### config.mk
export PLATFORM = sky130hd
export DESIGN_NAME = ccd_line_sequencer
export DESIGN_NICKNAME = d
export VERILOG_FILES = /design/src/rtl/ccdseq_pkg.sv /design/src/rtl/ccdseq_pos_counter.sv /design/src/rtl/ccdseq_region_decode.sv /design/src/rtl/ccdseq_black_avg.sv /design/src/rtl/ccd_line_sequencer.sv
export SDC_FILE = /design/constraint.sdc
export NUM_CORES = 1
export LEC_CHECK = 0
export CAP_MARGIN = 25
export CORE_MARGIN = 2
export CORE_UTILIZATION = 65
export CTS_CLUSTER_DIAMETER = 50
export DETAILED_ROUTE_END_ITERATION = 7
export PLACE_DENSITY_LB_ADDON = 0.3
export SETUP_SLACK_MARGIN = 0.4
export SYNTH_ARGS = -nofsm -noshare
export SYNTH_HDL_FRONTEND = slang
export SYNTH_HIERARCHICAL = 1
export SYNTH_SLANG_ARGS = --single-unit
### constraint.sdc
create_clock -name clk -period 12.36 [get_ports clk]
set_clock_uncertainty 0.1 [all_clocks]
set_input_delay 1.854 -clock clk [delete_from_list [all_inputs] [get_ports clk]]
set_output_delay 1.854 -clock clk [all_outputs]
set_load 0.02 [all_outputs]
### src/rtl/ccdseq_pkg.sv
package ccdseq_pkg;
  typedef enum logic [1:0] {
    RG_LEAD  = 2'd0,
    RG_OBLK  = 2'd1,
    RG_EFF   = 2'd2,
    RG_TRAIL = 2'd3
  } region_e;
endpackage

### src/rtl/ccdseq_pos_counter.sv
module ccdseq_pos_counter #(
  parameter int TOTAL = 2770,
  localparam int CW = $clog2(TOTAL + 1)
) (
  input  logic          clk,
  input  logic          rst_n,
  input  logic          line_start,
  input  logic          pix_stb,
  output logic          accept,
  output logic [CW-1:0] pix_num
);
  logic [CW-1:0] cnt_q, cnt_d;
  logic          act_q, act_d;
  logic          cnt_en;

  assign accept  = pix_stb & act_q & ~line_start;
  assign pix_num = cnt_q + CW'(1);
  assign cnt_en  = line_start | accept;

  always_comb begin
    cnt_d = cnt_q;
    act_d = act_q;
    if (line_start) begin
      cnt_d = '0;
      act_d = 1'b1;
    end else if (accept) begin
      cnt_d = pix_num;
      if (pix_num == CW'(TOTAL)) act_d = 1'b0;
    end
  end

  always_ff @(posedge clk or negedge rst_n) begin
    if (!rst_n) begin
      cnt_q <= '0;
      act_q <= 1'b0;
    end else if (cnt_en) begin
      cnt_q <= cnt_d;
      act_q <= act_d;
    end
  end
endmodule

### src/rtl/ccdseq_region_decode.sv
module ccdseq_region_decode
  import ccdseq_pkg::*;
#(
  parameter int LEAD      = 63,
  parameter int OB_FIRST  = 14,
  parameter int OB_LAST   = 62,
  parameter int EFF_N     = 2700,
  parameter int TOTAL     = 2770,
  parameter int BLK_FIRST = 2,
  parameter int BLK_LAST  = 12,
  localparam int CW = $clog2(TOTAL + 1),
  localparam int IW = $clog2(EFF_N)
) (
  input  logic [CW-1:0] pix_num,
  output region_e       region,
  output logic [IW-1:0] eff_idx,
  output logic          last,
  output logic          blk_in,
  output logic          blk_end
);
  localparam int EFF_LAST = LEAD + EFF_N;
  logic [CW-1:0] off;

  assign off = pix_num - CW'(LEAD + 1);

  always_comb begin
    if (pix_num <= CW'(LEAD)) begin
      if (pix_num >= CW'(OB_FIRST) && pix_num <= CW'(OB_LAST)) region = RG_OBLK;
      else region = RG_LEAD;
    end else if (pix_num <= CW'(EFF_LAST)) begin
      region = RG_EFF;
    end else begin
      region = RG_TRAIL;
    end
    eff_idx = (region == RG_EFF) ? off[IW-1:0] : '0;
  end

  assign last    = (pix_num == CW'(TOTAL));
  assign blk_in  = (pix_num >= CW'(BLK_FIRST)) && (pix_num <= CW'(BLK_LAST));
  assign blk_end = (pix_num == CW'(BLK_LAST));
endmodule

### src/rtl/ccdseq_black_avg.sv
module ccdseq_black_avg #(
  parameter int DATA_W = 12,
  parameter int BLK_N  = 11,
  localparam int ACC_W = DATA_W + $clog2(BLK_N) + 1
) (
  input  logic              clk,
  input  logic              rst_n,
  input  logic              clr,
  input  logic              take,
  input  logic              fin,
  input  logic [DATA_W-1:0] data,
  output logic [DATA_W-1:0] level,
  output logic              upd
);
  logic [ACC_W-1:0]  acc_q, acc_d, sum;
  logic [ACC_W-1:0]  quo;
  logic [DATA_W-1:0] lvl_d;
  logic              acc_en, lvl_en;

  assign sum = acc_q + ACC_W'(data);

  generate
    if ((BLK_N & (BLK_N - 1)) == 0) begin : g_shift
      assign quo = sum >> $clog2(BLK_N);
    end else begin : g_div
      assign quo = sum / ACC_W'(BLK_N);
    end
  endgenerate

  always_comb begin
    acc_d = acc_q;
    lvl_d = level;
    if (clr) begin
      acc_d = '0;
    end else if (fin) begin
      acc_d = '0;
      lvl_d = DATA_W'(quo);
    end else if (take) begin
      acc_d = sum;
    end
  end

  assign acc_en = clr | take | fin;
  assign lvl_en = fin & ~clr;

  always_ff @(posedge clk or negedge rst_n) begin
    if (!rst_n) acc_q <= '0;
    else if (acc_en) acc_q <= acc_d;
  end

  always_ff @(posedge clk or negedge rst_n) begin
    if (!rst_n) level <= '0;
    else if (lvl_en) level <= lvl_d;
  end

  always_ff @(posedge clk or negedge rst_n) begin
    if (!rst_n) upd <= 1'b0;
    else upd <= lvl_en;
  end
endmodule

### src/rtl/ccd_line_sequencer.sv
module ccd_line_sequencer
  import ccdseq_pkg::*;
#(
  parameter int DATA_W    = 12,
  parameter int LEAD      = 63,
  parameter int OB_FIRST  = 14,
  parameter int OB_LAST   = 62,
  parameter int EFF_N     = 2700,
  parameter int TRAIL     = 7,
  parameter int BLK_FIRST = 2,
  parameter int BLK_LAST  = 12,
  localparam int IW = $clog2(EFF_N)
) (
  input  logic              clk,
  input  logic              rst_n,
  input  logic              line_start,
  input  logic              pix_stb,
  input  logic [DATA_W-1:0] pix_data,
  output logic              pix_valid,
  output logic [1:0]        region,
  output logic              sample_valid,
  output logic [IW-1:0]     eff_index,
  output logic [DATA_W-1:0] black_level,
  output logic              black_upd,
  output logic              line_end
);
  localparam int TOTAL = LEAD + EFF_N + TRAIL;
  localparam int CW    = $clog2(TOTAL + 1);
  localparam int BLK_N = BLK_LAST - BLK_FIRST + 1;

  logic          accept;
  logic [CW-1:0] pix_num;
  region_e       rg_c;
  logic [IW-1:0] idx_c;
  logic          last_c, blk_in_c, blk_end_c;

  region_e       rg_q;
  logic [IW-1:0] idx_q;
  logic          pv_q, sv_q, le_q;

  ccdseq_pos_counter #(.TOTAL(TOTAL)) u_cnt (
    .clk        (clk),
    .rst_n      (rst_n),
    .line_start (line_start),
    .pix_stb    (pix_stb),
    .accept     (accept),
    .pix_num    (pix_num)
  );

  ccdseq_region_decode #(
    .LEAD(LEAD), .OB_FIRST(OB_FIRST), .OB_LAST(OB_LAST), .EFF_N(EFF_N),
    .TOTAL(TOTAL), .BLK_FIRST(BLK_FIRST), .BLK_LAST(BLK_LAST)
  ) u_dec (
    .pix_num (pix_num),
    .region  (rg_c),
    .eff_idx (idx_c),
    .last    (last_c),
    .blk_in  (blk_in_c),
    .blk_end (blk_end_c)
  );

  ccdseq_black_avg #(.DATA_W(DATA_W), .BLK_N(BLK_N)) u_blk (
    .clk   (clk),
    .rst_n (rst_n),
    .clr   (line_start),
    .take  (accept & blk_in_c),
    .fin   (accept & blk_end_c),
    .data  (pix_data),
    .level (black_level),
    .upd   (black_upd)
  );

  always_ff @(posedge clk or negedge rst_n) begin
    if (!rst_n) begin
      rg_q  <= RG_LEAD;
      idx_q <= '0;
    end else if (accept) begin
      rg_q  <= rg_c;
      idx_q <= idx_c;
    end
  end

  always_ff @(posedge clk or negedge rst_n) begin
    if (!rst_n) begin
      pv_q <= 1'b0;
      sv_q <= 1'b0;
      le_q <= 1'b0;
    end else begin
      pv_q <= accept;
      sv_q <= accept & (rg_c == RG_EFF);
      le_q <= accept & last_c;
    end
  end

  assign pix_valid    = pv_q;
  assign region       = rg_q;
  assign sample_valid = sv_q;
  assign eff_index    = idx_q;
  assign line_end     = le_q;
endmodule


# [Yosys cells after proc, flatten, opt, wreduce, memory -nomap -nowiden]
# Cells that the tools add are included.
[word_totals] regBits=60 latchBits=0 mem_bits_rw=0 romBits=0 in_bits=16 elab_cells=55 memories=0
[op_classes] add_sub_neg=3 mul=0 div_mod_pow=1 order_cmp=6 n_eq_ne=3 shifts=0 n_mux=12 n_bitwise=11 reduce_logical=9
[ops] operator="2-to-1 mux 17 bit" count=3
[ops] operator="2-to-1 mux 12 bit" count=3
[ops] operator="less-or-equal comparator 12 x 6 -> 1 bit (second input constant)" count=2
[ops] operator="adder 17 x 12 -> 17 bit" count=1
[ops] operator="divider 17 x 4 -> 17 bit (second input constant)" count=1
[ops] operator="adder 12 x 1 -> 12 bit (second input constant)" count=1
[ops] operator="== test 12 bit (second input constant)" count=1
[ops] operator="== test 12 x 4 -> 1 bit (second input constant)" count=1
[ops] operator="greater-or-equal comparator 12 x 2 -> 1 bit (second input constant)" count=1
[ops] operator="greater-or-equal comparator 12 x 4 -> 1 bit (second input constant)" count=1
[ops] operator="less-or-equal comparator 12 bit (second input constant)" count=1
[ops] operator="less-or-equal comparator 12 x 4 -> 1 bit (second input constant)" count=1
[ops] operator="subtractor 12 x 7 -> 12 bit (second input constant)" count=1
[ops] operator="AND 1 bit" count=7
[ops] operator="AND reduction 3 bit" count=2
[ops] operator="2-to-1 mux 1 bit" count=5
[ops] operator="AND reduction 2 bit" count=2
[ops] operator="nonzero test 2 bit" count=2
[ops] operator="OR 1 bit" count=3
[ops] operator="nonzero test 3 bit" count=1
[ops] operator="== test 2 bit (second input constant)" count=1
[ops] operator="logical AND 1 bit" count=2
[ops] operator="2-to-1 mux 2 bit" count=1
[ops] operator="inverter 1 bit" count=1

# [Logic depth before layout (Yosys ltp)]
[depth] word_depth=7 depth_mapped=36

# [Hierarchy]
# The synthesis kept the hierarchy.
[by_module_without_submodules] mod="ccdseq_black_avg" n_inst=1 cells_per_inst=586 area_per_inst_um2=4563.1 seq_area_each_um2=750.7
[by_module_without_submodules] mod="ccdseq_pos_counter" n_inst=1 cells_per_inst=98 area_per_inst_um2=843.3 seq_area_each_um2=325.3
[by_module_without_submodules] mod="ccd_line_sequencer" n_inst=1 cells_per_inst=37 area_per_inst_um2=669.4 seq_area_each_um2=425.4
[by_module_without_submodules] mod="ccdseq_region_decode" n_inst=1 cells_per_inst=65 area_per_inst_um2=447.9 seq_area_each_um2=0.0

# [Least setup slack after synthesis]
# OpenSTA, ideal clock, no wires.
[synth_path] path_kind="input-to-reg" from="input pix_data[0]" to="register u_blk.level[0]" setup_time_ps=136 arrival_ps=9105 required_time_ps=12124 slack_ps=3019 path_stages=31 path_buffers=2 cell_sequence="ha_1 > fa_1 > a211oi_4 > o2111ai_4 > a211o_1 > and2_4 > a2111oi_2 > o32ai_1 > or4_1 > buf_4 > a211o_1 > o2111a_1 > or4_4 > nand2_2 > nor2_2 > a221oi_2 > a21oi_1 > o311a_1 > a41o_1 > buf_2 > a211o_1 > a21o_1 > and3_1 > or3_4 > o21ai_4 > xnor2_1 > ha_1 > o21ai_0 > nand2_1 > o311ai_0 > a211oi_1"
[synth_via] elab_chain_len=2
[synth_rtl] item="start, declared" line="ccd_line_sequencer.sv:18" rtl="input logic [DATA_W-1:0] pix_data,"
[synth_rtl] item="adder 17 x 12 -> 17 bit" line="ccdseq_black_avg.sv:20" rtl="assign sum = acc_q + ACC_W'(data);"
[synth_rtl] item="divider 17 x 4 -> 17 bit" line="ccdseq_black_avg.sv:26" rtl="assign quo = sum / ACC_W'(BLK_N);"
[synth_rtl] item="end signal, assigned" line="ccdseq_black_avg.sv:53" rtl="else if (lvl_en) level <= lvl_d;"
[synth_rtl] item="end, declared" line="ccdseq_black_avg.sv:12" rtl="output logic [DATA_W-1:0] level,"
# No other way between the ends.
# A chain may end at the register's enable or synchronous reset.

# [Worst setup path in the final report]
[layout_path] from="input pix_data[1]" to="register u_blk.level[0]"
# Same word-level chain as after synthesis.

==> impl_metrics.yaml <==
run_status:
  status: "completed"
clock_network:
  clk_pin_slew_worst_paths_ns: 0.07
  cts.htree.levels: 3
  clkLatencyLatePin_ns: 0.36
  cts_tree: "built"
  cts.sinks: 60
  cts_resized: 0
  cts_buffer_depth: 2
  numCtsBuffers: 9
  cts-root-buf: "clkbuf_8"
  postCtsHoldBufs: 0
  post_cts_buffers: 0
flow_run:
  max-cap-violations: 0
hold_path:
  whs_path_depth: 2
  hp-class: "reg -> reg"
drt:
  via_per_inst: 6.96
  ant_nets: 0
  wl_per_cell_um: 19.4
  vias: 6529
  dr.pass1.iters: 8
  drc: 0
  drtIter0Drc: 563
  wirelength_mm: 18.2
die:
  die_h_um: 104
  start_util_pct: 66.7
  die_w_um: 104
  io_pins: 46
  die_area_sq_mm: 0.0109
  core_sq_mm: 0.00977
  row_count: 36
logic_synthesis:
  synth_warnings: 6
  synthArstFlopShare_pct: 100
  synth_edf_count: 0
  yosysSeqAreaShare_pct: 23.0
  syn_inst: 786
  post-synth-top-area-cell: "dfrtp_1"
  syn_nets: 821
  synth.area.top_cells: "dfrtp_1 (23%), nand2_1 (4.9%), o21ai_0 (4.1%)"
  yosysUniqueCellTypes: 124
  avgSynthCellArea_sq_um: 8.30
  synth-seq-cells: 60
  syn_area_sq_mm: 0.00652
  synth_ff_type: "dfrtp_1"
  synth_top_area_share_pct: 23.0
critical_path:
  worst-path-stages: 30
  crit_arrival_ns: 11.38
  path_max_fanout: 19
  critPathBufInv: 1
  crit_path_max_incr_delay_ns: 0.80
  cp-end-kind: "register"
  cp_top_family: "compound AO/OA/AOI/OAI gates"
  r2r_cells: 29
  required_ns: 12.49
  criticalPathCategory: "in -> reg"
  crit_slowest_cell: "xor2_1"
  rrSetupSlack_ns: 2.72
  startpoint_type: "input port"
timing:
  finalCritPeriodShare_pct: 91.0
  slew_violations: 0
  worstMarginPinSlew_ns: 0.988
  setup_ws_ns: 1.11
  clock.fmax_mhz: 88.9
  hold_viol: 0
  relSlewSlack_pct: 33.9
  rsz0062_at_grt: "false"
  setup_tns_ns: 0
  fin_crit_ns: 11.25
  final-setup-viol-count: 0
placed_design:
  dp_hpwl_mm: 13.1
  port_buffers: 45
  pre_cts_ws_ns: 1.03
  routabilityCongestion: 0.939
pwr:
  peakVddDrop_v: 0.000236
  p_leak_uw: 0.00286
  p_per_area_mw_per_mm2: 131
global_route:
  gr-usage-all-layers_pct: 33.7
  overflow: 0
  antenna_found_initial: 1
  grt_pass1_vias: 6213
  grt_max_degree: 61
  grt_pass1_wl_mm: 30.2
finish:
  area_growth_pct: 8.92
  layout-drive-gt1-share_pct: 14.0
  diodes: 0
  finalNetCount: 836
routing by layer:
layer  global-route usage [%]  wire length (um)  vias up
met4                     13.8               484        2
met3                     6.70              1440       48
li1                         -                 -     3038
met5                        0                13        -
met2                     55.0              8640      335
met1                     43.9              7590     3106
stage by stage:
| stage | cells | hold WS [ns] | power, uW | cell area, sq um | utilization [%] |
|---|---|---|---|---|---|
| 2_1_floorplan | 786 | 0.354 | 631 | 6520 | - |
| 3_3_place_gp | 922 | 0.351 | 701 | 6880 | 70.4 |
| 3_5_place_dp | 923 | 0.363 | 721 | 6890 | 70.5 |
| 4_1_cts | 938 | 0.382 | 922 | 7110 | 72.7 |
| 5_1_grt | 938 | 0.420 | 992 | 7110 | 72.7 |
| 6_report | 938 | 0.379 | 931 | 7110 | 72.7 |
synthesized netlist by cell type (6+ instances only):
cell type,n
xnor2_1,22
mux2_4,7
o22ai_1,12
clkbuf_1,11
buf_4,13
and3_1,7
o211ai_1,11
nor2_1,47
and2_1,14
or3_1,8
ha_1,18
nand2_1,86
a31oi_1,7
xor2_1,20
o21a_1,8
inv_1,16
a21o_1,8
buf_6,6
o21ai_1,8
a211o_1,6
nand3_1,26
mux2i_1,6
o31ai_1,7
nand4_1,17
o21ai_0,53
buf_2,17
dfrtp_1,60
a21oi_1,44
nor3_1,33
a211oi_1,13
mux2_2,9
nor4_1,9
worst register-to-register path: cells and delay by family (launching register included):
kind | cells | cell delay (ns)
AND/OR/NAND/NOR | 9 | 2.34
multiplexers | 1 | 0.40
AO/OA/AOI/OAI | 15 | 4.71
flip-flops | 1 | 0.42
XOR/XNOR | 2 | 0.98
adder cells (fa/ha/maj) | 2 | 0.58
path summary, 6_finish.rpt:
kind / from / to
setup / recovery: pix_data[1] / u_blk/level[0]$_DFFE_PN0P_
hold / removal: u_blk/level[2]$_DFFE_PN0P_ / u_blk/level[2]$_DFFE_PN0P_
setup reg to reg: u_blk/acc_q[1]$_DFFE_PN0P_ / u_blk/level[0]$_DFFE_PN0P_
hold reg to reg: u_blk/level[2]$_DFFE_PN0P_ / u_blk/level[2]$_DFFE_PN0P_
max in group asynchronous: rst_n / u_blk/acc_q[6]$_DFFE_PN0P_
min in group asynchronous: rst_n / u_cnt/cnt_q[4]$_DFFE_PN0P_
final cells by class:
class | count | area, sq um
Tap cell | 133 | 166
Clock buffer | 9 | 124
Timing Repair Buffer | 54 | 517
Sequential cell | 60 | 1500
Clock inverter | 6 | 90.1
Multi-Input combinational cell | 659 | 4640
Fill cell | 755 | 2670
Inverter | 17 | 63.8
logic make-up after synthesis:
group / count (synthesis) / synth area share, %
AND/OR/NAND/NOR: 307 / 25.6
AO/OA/AOI/OAI: 263 / 30.6
buffers and inverters: 67 / 5.89
flip-flops: 60 / 23.0
XOR/XNOR: 45 / 6.39
multiplexers: 24 / 4.64
adder cells (fa/ha/maj): 20 / 3.93
sequential cells by signal (all words and copies together) (netlist names):
signal	count
eff_index	12
line_end	1
pix_valid	1
region	2
sample_valid	1
u_blk/acc_q	17
u_blk/level	12
u_blk/upd	1
u_cnt/act_q	1
u_cnt/cnt_q	12
layout by cell type, fill, tap and decap left out, types with 5 or more instances in the layout:
master | netlist | routed
dfrtp_1 | 60 | 60
o21ai_1 | 8 | 8
or3_1 | 8 | 8
buf_4 | 13 | 8
and2_1 | 14 | 14
nor2_1 | 47 | 47
o22ai_1 | 12 | 12
nor3_1 | 33 | 32
ha_1 | 18 | 18
nor4_1 | 9 | 9
mux2_2 | 9 | 9
o21a_1 | 8 | 8
nand3_1 | 26 | 26
a21o_1 | 8 | 8
xnor2_1 | 22 | 22
clkbuf_8 | 0 | 9
o21ai_0 | 53 | 53
inv_1 | 16 | 16
a211oi_1 | 13 | 13
and3_1 | 7 | 7
xor2_1 | 20 | 20
mux2_4 | 7 | 7
a31oi_1 | 7 | 7
clkdlybuf4s50_1 | 0 | 44
o31ai_1 | 7 | 7
nand2_1 | 86 | 86
o211ai_1 | 11 | 11
a21oi_1 | 44 | 44
nand4_1 | 17 | 17
or4_1 | 5 | 5
a211o_1 | 6 | 6
mux2i_1 | 6 | 6
report_power, final:
group	internal [uW]	leakage [uW]	total (uW)	switching [uW]
logic	204	0.00194	527	322
clock network	113	0.000105	197	84.5
registers	202	0.000822	207	4.68
total	519	0.00286	931	411
Note: power is estimated with default switching activity, not from simulation.
